--- config.mk ---
export PLATFORM = sky130hd
export DESIGN_NAME = ubt_xcvr
export DESIGN_NICKNAME = d
export VERILOG_FILES = /design/src/rtl/ubt_xcvr.sv
export SDC_FILE = /design/constraint.sdc
export NUM_CORES = 1
export LEC_CHECK = 0
export ABC_AREA = 1
export ABC_CLOCK_PERIOD_IN_PS = 2009
export CAP_MARGIN = 20
export CORE_MARGIN = 3
export CORE_UTILIZATION = 43
export CTS_CLUSTER_DIAMETER = 150
export DETAILED_ROUTE_END_ITERATION = 16
export PLACE_DENSITY = 0.83
export SYNTH_ARGS = -nofsm -noshare
export SYNTH_HDL_FRONTEND = slang
export SYNTH_SLANG_ARGS = --single-unit
--- constraint.sdc ---
create_clock -name clk -period 2.01 [get_ports clk]
set_input_delay 0.201 -clock clk [delete_from_list [all_inputs] [get_ports clk]]
set_output_delay 0.201 -clock clk [all_outputs]
set_load 0.005 [all_outputs]
--- src/rtl/ubt_xcvr.sv ---
module ubt_xcvr #(
  parameter int W = 18
) (
  input  logic         clk,
  input  logic         rst_n,
  input  logic         oe_ab,
  input  logic         oe_ba_n,
  input  logic         le_ab,
  input  logic         le_ba,
  input  logic         cp_ab,
  input  logic         cp_ba,
  input  logic [W-1:0] a_in,
  input  logic [W-1:0] b_in,
  output logic [W-1:0] a_out,
  output logic [W-1:0] a_oe,
  output logic [W-1:0] b_out,
  output logic [W-1:0] b_oe
);

  logic [W-1:0] st_ab, st_ba;
  logic         cpq_ab, cpq_ba;
  logic         ld_ab, ld_ba;

  assign ld_ab = le_ab | (cpq_ab & ~cp_ab);
  assign ld_ba = le_ba | (cpq_ba & ~cp_ba);

  always_ff @(posedge clk or negedge rst_n) begin
    if (!rst_n) begin
      st_ab  <= '0;
      cpq_ab <= 1'b0;
    end else begin
      cpq_ab <= cp_ab;
      if (ld_ab) st_ab <= a_in;
    end
  end

  always_ff @(posedge clk or negedge rst_n) begin
    if (!rst_n) begin
      st_ba  <= '0;
      cpq_ba <= 1'b0;
    end else begin
      cpq_ba <= cp_ba;
      if (ld_ba) st_ba <= b_in;
    end
  end

  assign b_out = le_ab ? a_in : st_ab;
  assign a_out = le_ba ? b_in : st_ba;

  assign b_oe = {W{oe_ab & rst_n}};
  assign a_oe = {W{~oe_ba_n & rst_n}};

endmodule

==> results of run 1 <==
## area by class of cell
cell class	count	area [um^2]	area share [%]
clock buffer	7	76.3	2.32
inverter	6	37.5	1.14
multi-input combinational	222	926	28.2
sequential	38	951	28.9
tap	67	83.8	2.55
timing repair buffer	122	1210	36.9
## final timing paths
kind                        endpoint      start  cells past startpoint
max                        b_out[15]      le_ab                      5
max in group asynchronous     cpq_ba      rst_n                      2
min reg2reg                st_ab[15]  st_ab[15]                      2
min                        st_ba[13]      rst_n                      2
min in group clk              cpq_ab      cp_ab                      1
max reg2reg                 st_ba[8]     cpq_ba                      4
## cell usage in the layout (no fill, tap or decap), drive strengths merged
| cell type | netlist | final |
|---|---|---|
| nand3 | 36 | 36 |
| nor2 | 1 | 1 |
| inv | 6 | 6 |
| buf | 46 | 8 |
| dfrtp | 38 | 38 |
| clkbuf | 2 | 7 |
| clkdlybuf4s50 | 0 | 114 |
| nand2 | 185 | 185 |
## stage by stage
stage               utilization [%]  worst slack, ps  power, W
floorplan                         -              736   0.00116
global placement               64.9              150   0.00145
detailed placement             64.9              123   0.00147
CTS                            66.5              119   0.00195
global route                   66.5             45.0   0.00205
finish                         66.5              107   0.00193
## state kept, by name (all words and copies together) (netlist names)
signal  cells
cpq_ab      1
st_ba      18
st_ab      18
cpq_ba      1
## worst register-to-register path, cell delays in order, from the launching register on
cell and delay, ps:
dfrtp_1 400, nand2_4 220, nand2_8 160, nand2_1 100, nand2_1 50
## metal layers
layer,up-vias,track usage (%)
li1,1091,-
met1,957,22.6
met2,109,30.7
met3,12,5.22
met4,0,9.11
met5,-,0
## logic make-up after synthesis
group                  after synthesis  share of synthesized area (%)
and+or+nand+nor                    222                           40.4
buffers and inverters               54                           18.1
DFF                                 38                           41.5
## power by group through the flow
stage | logic, W | clock network, W | registers [W]
4_1_cts | 0.000579 | 0.000499 | 0.000876
6_report | 0.000571 | 0.000483 | 0.000877
3_5_place_dp | 0.000577 | 0 | 0.000888
5_1_grt | 0.000635 | 0.000527 | 0.000884
2_1_floorplan | 0.000282 | 0 | 0.000880
3_3_place_gp | 0.000564 | 0 | 0.000886
==> results.tsv, run 1 <==
stage	metric	value	unit
pwr	Power Dens Cells	588	nW/um^2
sta	slew margin rel.	68.0	%
place	Area after DPL	3210	um^2
setup_path	CP max stage cell	clkdlybuf4s50_1	
synth	syn avg cell area	7.30	um^2
pwr	clock share of power	25.0	%
sta	# setup viols final	0	
synth	Seq/Total Area, Yosys	41.5	%
route	drt first pass iters	4	
synth	Post-synth top cells	181 x nand2_1, 38 x buf_4, 38 x dfrtp_1, 36 x nand3_1, 6 x buf_6	
pwr	Peak VDD IR	0.000335	V
setup_path	Worst EP arrival	1700	ps
clocking	# H-tree levels	2	
cells_and_area	Ant. Diodes	0	
setup_path	crit path cell chain	clkdlybuf4s50_1, inv_8, nand2_1, nand2_1, clkdlybuf4s50_1	
global_route	global-route wire length before repair	9360	um
floorplanning	boundary pin count	116	
global_route	gr ovfl total	0	
job	Max Cap Violations	0	
pwr	NetSw	0.000528	W
sta	Hold WS	19.8	ps
global_route	number of global-route vias before repair	2086	
cells_and_area	area grow syn2layout	43.3	%
sta	clk_skew	3.14	ps
setup_path	crit path capture type	output port	
synth	Cell Area, Synth	2290	um^2
synth	syn nets	358	
clocking	Post-CTS Setup Inserts	0	
pwr	Switching Share	27.3	%
route	WL met2	2500	um
cells_and_area	Layout fillers	445	
place	placed cell count	455	
setup_path	largest stage delay on the critical path	550	ps
floorplanning	FP Rows	25	
clocking	CTS max path bufs	2	
floorplanning	DIE HEIGHT	79.0	um
setup_path	crit-path max FO	37	
cells_and_area	fraction of layout cells with a size suffix above 1	4.81	%
sta	Max Clk Rate	526	MHz
floorplanning	DIE AREA	6240	um^2
run_status	outcome	finished, final reports clean	
sta	final hold vios	0	
floorplanning	core footprint	4940	um^2
setup_path	Buf/Inv on CP	3	
synth	Yosys cell types	12	
clocking	number of buffers created by CTS	5	
sta	period utilization	94.7	%
pwr	Reg power frac	45.4	%
synth	area share of the largest cell type after synthesis	41.5	%
floorplanning	Initial Util	46.4	%
clocking	worst skew pair latency	290	ps
route	Top Metal Used	met4	
route	DRC viols	0	
synth	Syn Inst Count	314	
pwr	Gate power share	29.6	%
cells_and_area	final net count	439	
route	metal1 wirelength	2450	um
synth	synth top area cells	dfrtp_1 41%, nand2_1 30%, buf_4 12%	
clocking	CTS Sinks	38	
clocking	hold_buf cts	0	
synth	post-synth top area cell	dfrtp_1	
setup_path	CP Launch Type	primary input	
sta	Fin Setup TNS	0	ps
global_route	GRT Total Usage	18.7	%
setup_path	critical path class	primary input to output port	
global_route	initial antenna violation count	0	
route	vias per cell	4.69	
place	GPL Wtd Cong	0.776	
sta	min Tclk post-route	1900	ps
synth	Seq cells post-synth	38	
global_route	largest net degree at the start of global routing	39	
place	IO Port Bufs	115	
route	metal3 WL	536	um
floorplanning	die width	79.0	um
synth	Post-synth EDFFs	0	
setup_path	CP Data Required Time	1810	ps
route	initial drt markers	90	
cells_and_area	final cell count without fillers	462	
place	hpwl dp	4140	um
setup_path	delay-heaviest family, CP	buffers and inverters	
synth	most frequent cell after synthesis	nand2_1	
synth	asr flop ratio synth	100	%
clocking	CTS resizes	0	
sta	RSZ-0062 raised after global routing	false	
sta	Slew Viols, Final	0	
clocking	TritonCTS clock tree	done	
route	drt wl/cell	12.1	um
sta	actual slew at the worst max-slew pin	479	ps
clocking	Root Buffer	clkbuf_8	
min_path	type of the most critical hold path	primary input to async pin	
route	Final ANT Viol Nets	0	
setup_path	r2r setup slk	980	ps
route	via count	2169	
route	WL final	5590	um
pwr	leakage power	1.66	nW
synth	Ys Warns	0	
cells_and_area	post-layout instance area	3290	um^2
pwr	Int Pwr	0.00140	W
synth	ys flop type	dfrtp_1	
clocking	Reg clk slew, reported paths	70	ps
(Power assumes the default switching activity.)
==> run 2: changes to the inputs <==
--- a/config.mk
+++ b/config.mk
@@ -6,8 +6,6 @@
 export NUM_CORES = 1
 export LEC_CHECK = 0
 export ABC_AREA = 1
-export ABC_CLOCK_PERIOD_IN_PS = 2009
-export CAP_MARGIN = 20
 export CORE_MARGIN = 3
 export CORE_UTILIZATION = 43
 export CTS_CLUSTER_DIAMETER = 150
==> results of run 2 <==
The final DEF is identical to that of run 1; final timing and power are the same.
==> run 3: changes to the inputs <==
--- a/config.mk
+++ b/config.mk
@@ -6,6 +6,7 @@
 export NUM_CORES = 1
 export LEC_CHECK = 0
 export ABC_AREA = 1
+export CAP_MARGIN = 20
 export CORE_MARGIN = 3
 export CORE_UTILIZATION = 43
 export CTS_CLUSTER_DIAMETER = 150
==> results of run 3 <==
The final DEF is identical to that of run 1; final timing and power are the same.
